## config.mk

```make
export PLATFORM = sky130hd
export DESIGN_NAME = dreg_bank
export DESIGN_NICKNAME = d
export VERILOG_FILES = /design/src/rtl/dreg_pkg.sv /design/src/rtl/dreg_stage.sv /design/src/rtl/dreg_timer.sv /design/src/rtl/dreg_array.sv /design/src/rtl/dreg_bank.sv
export SDC_FILE = /design/constraint.sdc
export NUM_CORES = 1
export LEC_CHECK = 0
export BUFFER_PORTS_ARGS = -buffer_cell sky130_fd_sc_hd__buf_4
export CAP_MARGIN = 20
export CORE_MARGIN = 5
export CORE_UTILIZATION = 50
export DETAILED_ROUTE_END_ITERATION = 8
export GPL_ROUTABILITY_DRIVEN = 0
export HOLD_SLACK_MARGIN = 0.08
export PLACE_DENSITY = 0.71
export SLEW_MARGIN = 20
export SYNTH_ARGS = -nofsm -noshare
export SYNTH_HDL_FRONTEND = slang
export SYNTH_SLANG_ARGS = --single-unit
```

## constraint.sdc

```tcl
create_clock -name clk -period 2.4 [get_ports clk]
set_input_delay 0.24 -clock clk [delete_from_list [all_inputs] [get_ports clk]]
set_output_delay 0.24 -clock clk [all_outputs]
set_load 0.02 [all_outputs]
```

## src/rtl/dreg_pkg.sv

```systemverilog
package dreg_pkg;

    typedef enum logic [1:0] {
        REQ_NONE   = 2'b00,
        REQ_HOST   = 2'b01,
        REQ_XFER   = 2'b10,
        REQ_GLOBAL = 2'b11
    } req_kind_e;

endpackage

```

## src/rtl/dreg_stage.sv

```systemverilog
module dreg_stage
    import dreg_pkg::*;
#(
    parameter int POTS = 4,
    parameter int REGS = 4,
    parameter int DW   = 6
) (
    input  logic                 clk,
    input  logic                 rst_n,
    input  logic [1:0]           req_kind_i,
    input  logic [$clog2(POTS)-1:0] req_pot_i,
    input  logic [$clog2(REGS)-1:0] req_reg_i,
    input  logic [DW-1:0]        req_data_i,
    input  logic [POTS*DW-1:0]   wiper_i,
    input  logic                 cs_rise_i,
    input  logic                 wp_n_i,
    input  logic                 busy_i,
    output logic                 commit_o,
    output logic [POTS-1:0]      commit_mask_o,
    output logic [$clog2(REGS)-1:0] commit_reg_o,
    output logic [POTS*DW-1:0]   commit_data_o
);
    localparam int PW = $clog2(POTS);
    localparam int RW = $clog2(REGS);

    typedef struct packed {
        logic                    valid;
        logic [POTS-1:0]         mask;
        logic [RW-1:0]           rsel;
        logic [POTS-1:0][DW-1:0] data;
    } pend_t;

    pend_t     pend_q, pend_d;
    pend_t     incoming;
    pend_t     merged;
    logic      accept;
    req_kind_e kind;

    always_comb begin
        kind          = req_kind_e'(req_kind_i);
        incoming      = '0;
        incoming.rsel = req_reg_i;
        accept        = (kind != REQ_NONE) && !busy_i;

        case (kind)
            REQ_HOST: begin
                incoming.valid           = 1'b1;
                incoming.mask[req_pot_i] = 1'b1;
                incoming.data[req_pot_i] = req_data_i;
            end
            REQ_XFER: begin
                incoming.valid           = 1'b1;
                incoming.mask[req_pot_i] = 1'b1;
                incoming.data            = wiper_i;
            end
            REQ_GLOBAL: begin
                incoming.valid = 1'b1;
                incoming.mask  = '1;
                incoming.data  = wiper_i;
            end
            default: begin
                incoming.valid = 1'b0;
            end
        endcase

        merged = accept ? incoming : pend_q;

        commit_o      = cs_rise_i && merged.valid && wp_n_i && !busy_i;
        commit_mask_o = merged.mask;
        commit_reg_o  = merged.rsel;
        commit_data_o = merged.data;

        pend_d = cs_rise_i ? '0 : merged;
    end

    always_ff @(posedge clk or negedge rst_n) begin
        if (!rst_n) begin
            pend_q <= '0;
        end else begin
            pend_q <= pend_d;
        end
    end

    logic unused_pw;
    assign unused_pw = ^PW;

endmodule

```

## src/rtl/dreg_timer.sv

```systemverilog
module dreg_timer #(
    parameter int BUSY_CYCLES = 500000
) (
    input  logic clk,
    input  logic rst_n,
    input  logic start_i,
    output logic wip_o,
    output logic done_o
);
    localparam int CW = $clog2(BUSY_CYCLES + 1);

    typedef struct packed {
        logic [CW-1:0] cnt;
    } tmr_t;

    tmr_t tmr_q, tmr_d;

    always_comb begin
        tmr_d = tmr_q;
        if (start_i) begin
            tmr_d.cnt = CW'(BUSY_CYCLES);
        end else if (tmr_q.cnt != '0) begin
            tmr_d.cnt = tmr_q.cnt - CW'(1);
        end
        wip_o  = (tmr_q.cnt != '0);
        done_o = (tmr_q.cnt == CW'(1));
    end

    always_ff @(posedge clk or negedge rst_n) begin
        if (!rst_n) begin
            tmr_q <= '0;
        end else begin
            tmr_q <= tmr_d;
        end
    end

endmodule

```

## src/rtl/dreg_array.sv

```systemverilog
module dreg_array #(
    parameter int POTS = 4,
    parameter int REGS = 4,
    parameter int DW   = 6
) (
    input  logic                    clk,
    input  logic                    rst_n,
    input  logic                    commit_i,
    input  logic [POTS-1:0]         commit_mask_i,
    input  logic [$clog2(REGS)-1:0] commit_reg_i,
    input  logic [POTS*DW-1:0]      commit_data_i,
    input  logic                    done_i,
    input  logic [$clog2(POTS)-1:0] rd_pot_i,
    input  logic [$clog2(REGS)-1:0] rd_reg_i,
    output logic [DW-1:0]           rd_data_o,
    output logic [POTS*DW-1:0]      boot_o
);
    localparam int PW      = $clog2(POTS);
    localparam int RW      = $clog2(REGS);
    localparam int ENTRIES = POTS * REGS;

    typedef struct packed {
        logic [POTS-1:0]         mask;
        logic [RW-1:0]           rsel;
        logic [POTS-1:0][DW-1:0] data;
    } wbuf_t;

    typedef struct packed {
        logic [ENTRIES-1:0][DW-1:0] mem;
        wbuf_t                      wbuf;
    } arr_t;

    arr_t arr_q, arr_d;

    always_comb begin
        arr_d = arr_q;
        if (commit_i) begin
            arr_d.wbuf.mask = commit_mask_i;
            arr_d.wbuf.rsel = commit_reg_i;
            arr_d.wbuf.data = commit_data_i;
        end
        if (done_i) begin
            for (int p = 0; p < POTS; p++) begin
                if (arr_q.wbuf.mask[p]) begin
                    arr_d.mem[{PW'(p), arr_q.wbuf.rsel}] = arr_q.wbuf.data[p];
                end
            end
        end
        rd_data_o = arr_q.mem[{rd_pot_i, rd_reg_i}];
    end

    for (genvar p = 0; p < POTS; p++) begin : g_boot
        assign boot_o[p*DW +: DW] = arr_q.mem[p*REGS];
    end

    always_ff @(posedge clk or negedge rst_n) begin
        if (!rst_n) begin
            arr_q <= '0;
        end else begin
            arr_q <= arr_d;
        end
    end

endmodule

```

## src/rtl/dreg_bank.sv

```systemverilog
module dreg_bank #(
    parameter int POTS        = 4,
    parameter int REGS        = 4,
    parameter int DW          = 6,
    parameter int BUSY_CYCLES = 500000
) (
    input  logic                    clk,
    input  logic                    rst_n,
    input  logic [1:0]              req_kind_i,
    input  logic [$clog2(POTS)-1:0] req_pot_i,
    input  logic [$clog2(REGS)-1:0] req_reg_i,
    input  logic [DW-1:0]           req_data_i,
    input  logic [POTS*DW-1:0]      wiper_i,
    input  logic                    cs_rise_i,
    input  logic                    wp_n_i,
    input  logic [$clog2(POTS)-1:0] rd_pot_i,
    input  logic [$clog2(REGS)-1:0] rd_reg_i,
    output logic [DW-1:0]           rd_data_o,
    output logic [POTS*DW-1:0]      boot_o,
    output logic                    wip_o
);
    localparam int RW = $clog2(REGS);

    logic               commit;
    logic [POTS-1:0]    commit_mask;
    logic [RW-1:0]      commit_reg;
    logic [POTS*DW-1:0] commit_data;
    logic               busy;
    logic               done;

    dreg_stage #(.POTS(POTS), .REGS(REGS), .DW(DW)) u_stage (
        .clk           (clk),
        .rst_n         (rst_n),
        .req_kind_i    (req_kind_i),
        .req_pot_i     (req_pot_i),
        .req_reg_i     (req_reg_i),
        .req_data_i    (req_data_i),
        .wiper_i       (wiper_i),
        .cs_rise_i     (cs_rise_i),
        .wp_n_i        (wp_n_i),
        .busy_i        (busy),
        .commit_o      (commit),
        .commit_mask_o (commit_mask),
        .commit_reg_o  (commit_reg),
        .commit_data_o (commit_data)
    );

    dreg_timer #(.BUSY_CYCLES(BUSY_CYCLES)) u_timer (
        .clk     (clk),
        .rst_n   (rst_n),
        .start_i (commit),
        .wip_o   (busy),
        .done_o  (done)
    );

    dreg_array #(.POTS(POTS), .REGS(REGS), .DW(DW)) u_array (
        .clk           (clk),
        .rst_n         (rst_n),
        .commit_i      (commit),
        .commit_mask_i (commit_mask),
        .commit_reg_i  (commit_reg),
        .commit_data_i (commit_data),
        .done_i        (done),
        .rd_pot_i      (rd_pot_i),
        .rd_reg_i      (rd_reg_i),
        .rd_data_o     (rd_data_o),
        .boot_o        (boot_o)
    );

    assign wip_o = busy;

endmodule

```

* Yosys cells after proc, flatten, opt, wreduce, memory -nomap -nowiden *
Index checks and enable logic that the tools add are counted.

operators by class
  bitwise operators = 1
  $lt $le $gt $ge = 11
  reductions and logical operators = 16
  $add $sub $neg = 1
  equal/unequal tests = 4
  multiplexer cells = 32

operators with widths
  operator                                                                             count
  96-bit 2-to-1 mux                                                                    7
  96-bit bitwise mux                                                                   4
  31-bit 2-to-1 mux                                                                    2
  6-bit demux with 2-bit select                                                        5
  24-bit one-hot mux with 2 select lines                                               1
  19-bit 2-to-1 mux                                                                    2
  6-bit 2-to-1 mux                                                                     6
  24-bit bitwise AND                                                                   1
  6-bit binary-select mux with 4-bit select                                            1
  19-bit by 1-bit == test with 1-bit output, second input constant                     1
  19-bit nonzero test                                                                  1
  19-bit by 1-bit subtractor with 19-bit output, second input constant                 1
  4-bit by 5-bit < comparator with 1-bit output, second input constant                 3
  1-bit logical AND                                                                    9
  4-bit by 1-bit greater-or-equal comparator with 1-bit output, second input constant  2
  4-bit one-hot mux with 2 select lines                                                1
  2-bit by 5-bit < comparator with 1-bit output, second input constant                 1
  3-bit by 5-bit < comparator with 1-bit output, second input constant                 1
  2-bit == test, second input constant                                                 2
  2-bit by 1-bit greater-or-equal comparator with 1-bit output, second input constant  2
  2-bit nonzero test                                                                   2
  2-bit OR reduction                                                                   2
  3-bit by 1-bit greater-or-equal comparator with 1-bit output, second input constant  1
  2-bit by 3-bit < comparator with 1-bit output, second input constant                 1
  other kinds (5)                                                                      6

storage, ports and cells
  output and inout port bits = 31
  register bits after elaboration = 176
  input bits = 44
  word-level logic and storage cells = 95

* Longest topological paths before layout *
  word-level depth = 15
  mapped depth = 9
  gate-level depth less buffers = 6

* By module *
A second synthesis with hierarchy kept.

unflattened totals
  cells, all modules = 700
  area, all modules = 9102.5 µm²

modules (own cells, without submodules)
  module      cells an instance  times used  area an instance (µm²)
  dreg_array  358                1           5703.0
  dreg_stage  215                1           2229.6
  dreg_timer  127                1           1169.9

* Worst setup path before layout *
OpenSTA, ideal clock, no wires.

  path type = flip-flop to flip-flop
  start point = register u_timer.tmr_q[3] (netlist name)
  end point = register u_array.arr_q, in the netlist u_array.boot_o[18]
  data arrival time = 2.356 ns
  library setup time = 0.125 ns
  stages on the path, launching flop included = 6
  setup slack = -0.081 ns
  required time = 2.275 ns
  clock period less this slack = 2.481 ns
  cells stage by stage = dfrtp_1 -> nor4_4 -> nand4_4 -> buf_8 -> nor4_4 -> mux2_4

on the way
  longest elaborated chain between the ends = 1

RTL lines
  element                                    RTL line          RTL
  from (decl)                                dreg_timer.sv:16  tmr_t tmr_q, tmr_d;
  from (signal assigned)                     dreg_timer.sv:33  tmr_q <= tmr_d;
  19-bit by 1-bit == test with 1-bit output  dreg_timer.sv:26  done_o = (tmr_q.cnt == CW'(1));
  to (signal assigned)                       dreg_array.sv:60  arr_q <= arr_d;
  to (decl)                                  dreg_array.sv:33  arr_t arr_q, arr_d;

No other way between the ends.
A chain may end at the register's enable or synchronous reset.

* Final worst setup path *
  start point = register u_timer.tmr_q[13] (netlist name)
  end point = register u_array.arr_q[74] (netlist name)

The elaborated chain is that of the path after synthesis.

==> impl_metrics.yaml <==
worst_setup_path:
  end_kind: "flop"
  startpoint: "u_timer.tmr_q[13]"
  regToRegSetupSlack_ps: 30
  crit_fanout: 20
  r2r_start: "u_timer.tmr_q[13]"
  rr_endpoint: "u_array.arr_q[74]"
  arrival_ps: 2670
  reg2reg_depth: 6
  crit_type: "flop to flop"
  cp-start-kind: "flop"
  crit_required_ps: 2700
  cp-endpoint: "u_array.arr_q[74]"
die:
  coreArea_um2: 17400
  initial_utilization_pct: 51.3
  die_area_um2: 20700
  num_io_pins: 75
  rows: 48
  die_w_um: 144
  die_h_um: 144
clocking:
  cts_made_buffers: 17
  clock_latency_ps: 420
  cts_tree: "built"
  clkSlewWorstSetupHoldPaths_ps: 60
  cts_root_buf: "clkbuf_16"
  clock-sinks: 176
  clk_path_buf_depth: 2
  cts_htree_levels: 4
synthesis:
  seq_area_frac_synth_pct: 49.3
  yosys_warnings: 0
  syn-num-nets: 758
  ys_ff_latch: 176
  synth_edf_count: 0
  ys.flop_type: "dfrtp_1"
  syn_inst: 708
  ys_types: 47
  avgSynthCellArea_um2: 12.6
  async_flop_share_pct: 100
  syn_area_um2: 8940
global_routing:
  grt_first_pass_wirelength_mm: 34.8
  grt_pass1_vias: 6280
  track_usage_pct: 21.9
  grt_max_degree: 66
  antenna_found_initial: 0
  overflow: 0
timing:
  report.final.slew_viol_count: 0
  hold_ws_ps: 104
  fin_crit_sh_pct: 98.7
  worst_slew_pin_slew_ps: 618
  max_slew_margin_pct: 58.8
  setup_tns_ps: 0
  setup_viol: 0
  finClkSkew_ps: 6.43
  finalHoldViolCount: 0
  finalCriticalPeriod_ps: 2370
  fmax_mhz: 422
  rsz0062_at_grt: "true"
  finalWorstSetupSlack_ps: 32.1
routing:
  totalWireLength_mm: 21.4
  antenna_left: 0
  drt_iter0_drc: 516
  via_per_inst: 6.10
  firstDrtPassIters: 5
  num_vias: 6193
  route.detailed.drc: 0
  avgRoutedWirePerCell_um: 21.1
worst_hold_path:
  min_path_type: "input port to flop"
placement:
  dpl_cell_area_um2: 9740
  portBuffers: 74
  dp_hpwl_mm: 15.3
  placed_cells: 973
  dpl_worst_slack_ps: -43.4
job:
  drv_cap: 0
final_layout:
  mostFrequentLayoutCells: "dfrtp_1 (176), buf_4 (109), mux2_2 (96), a21oi_1 (51), o21ai_0 (51)"
  area_delta_synth_final_pct: 16.5
  fin_area_um2: 10400
  antennaDiodeCount: 0
  final_layout_size_suffix_gt1_share_pct: 38.6
  fin_nets: 827
  fin_cells: 1015
  final_common_cell: "dfrtp_1"
power_and_ir_drop:
  p_per_area_nw_per_um2: 575
  ir_drop_mv: 0.521
  leakage_nw: 4.71
status:
  status: "completed"
==> power by group <==
group | internal [mW] | switching [mW]
clock | 1.56 | 1.15
sequential | 2.97 | 0.0113
combinational | 0.111 | 0.174
total | 4.65 | 1.34
==> critical path: stages (launching register included) <==
cell     delay (ps)
dfrtp_1         430
or3_1           440
or2_2           320
buf_12          190
nor4_4          280
buf_4           210
mux2_2          350
==> layer usage <==
| layer | up-vias | global-route usage (%) | routed length, um |
|---|---|---|---|
| li1 | 2789 | - | - |
| met1 | 3191 | 32.3 | 9920 |
| met2 | 198 | 33.9 | 10100 |
| met3 | 15 | 4.93 | 1190 |
| met4 | 0 | 3.96 | 172 |
| met5 | - | 0 | 0 |
==> cell families (layout without fill, tap and decap cells) <==
| group | count (synthesis) | in the layout | synth area share [%] |
|---|---|---|---|
| xor+xnor | 9 | 9 | 0.882 |
| compound gates | 146 | 146 | 9.80 |
| flops | 176 | 176 | 49.3 |
| buf+inv | 75 | 157 | 4.30 |
| mux | 155 | 155 | 23.2 |
| fa+ha+maj | 6 | 6 | 0.840 |
| simple gates | 141 | 141 | 11.7 |
==> timing repair <==
item                                    4_1_cts  5_1_grt
endpoints found under the setup margin        7       35
resized for setup                             0        4
pin swaps                                     2        7
buffers inserted                              4        5
hold endpoints to repair                     60        0
hold buffers                                  1        0
==> flip-flops by register name, indices dropped and copies added, names as in the netlist <==
name	count
u_array.arr_q	102
u_array.boot_o	24
u_stage.pend_q	31
u_timer.tmr_q	19
==> cell type report <==
class	count	area, um^2
Sequential cell	176	4400
Fill cell	1398	7000
Clock inverter	13	138
Clock buffer	19	443
Tap cell	225	282
Inverter	7	26.3
Timing Repair Buffer	118	962
Multi-Input combinational cell	457	4160
==> per-stage QoR <==
step / power, mW / util (%)
after floorplan: 3.16 / -
after global placement: 3.32 / 55.9
after detailed placement: 3.33 / 55.9
after CTS: 6.04 / 59.5
after global routing: 6.21 / 59.8
final: 5.98 / 59.8
==> worst min-delay path by stage <==
| stage | cells past startpoint | startpoint | to | slack [ps] |
|---|---|---|---|---|
| after floorplan | 0 | rst_n | u_array.arr_q[0] | -60 |
| after global placement | 1 | rst_n | u_array.arr_q[49] | 260 |
| after detailed placement | 1 | rst_n | u_array.arr_q[37] | 270 |
| after CTS | 3 | req_reg_i[1] | u_stage.pend_q[25] | 90 |
| after global routing | 3 | req_reg_i[1] | u_stage.pend_q[25] | 90 |
| final | 3 | req_reg_i[0] | u_stage.pend_q[24] | 100 |
==> synth_stat cells (all sizes together) (6+ instances only) <==
cell       n  area share (%)
a211oi     6            0.50
a21oi     51             2.9
a32oi      6            0.59
and2       6            0.42
buf       32             2.5
clkbuf    36             1.5
dfrtp    176              49
ha         6            0.84
inv        7            0.29
mux2     102              13
mux2i     23             2.6
mux4      30             7.6
nand2     19            0.80
nand3     10            0.56
nand4      7            0.66
nor2      11            0.46
nor3      47             2.7
nor4      20             4.4
o21ai     51             2.9
o2bb2ai   18             1.8
xnor2      6            0.59
Note: power is estimated with default switching activity, not from simulation.
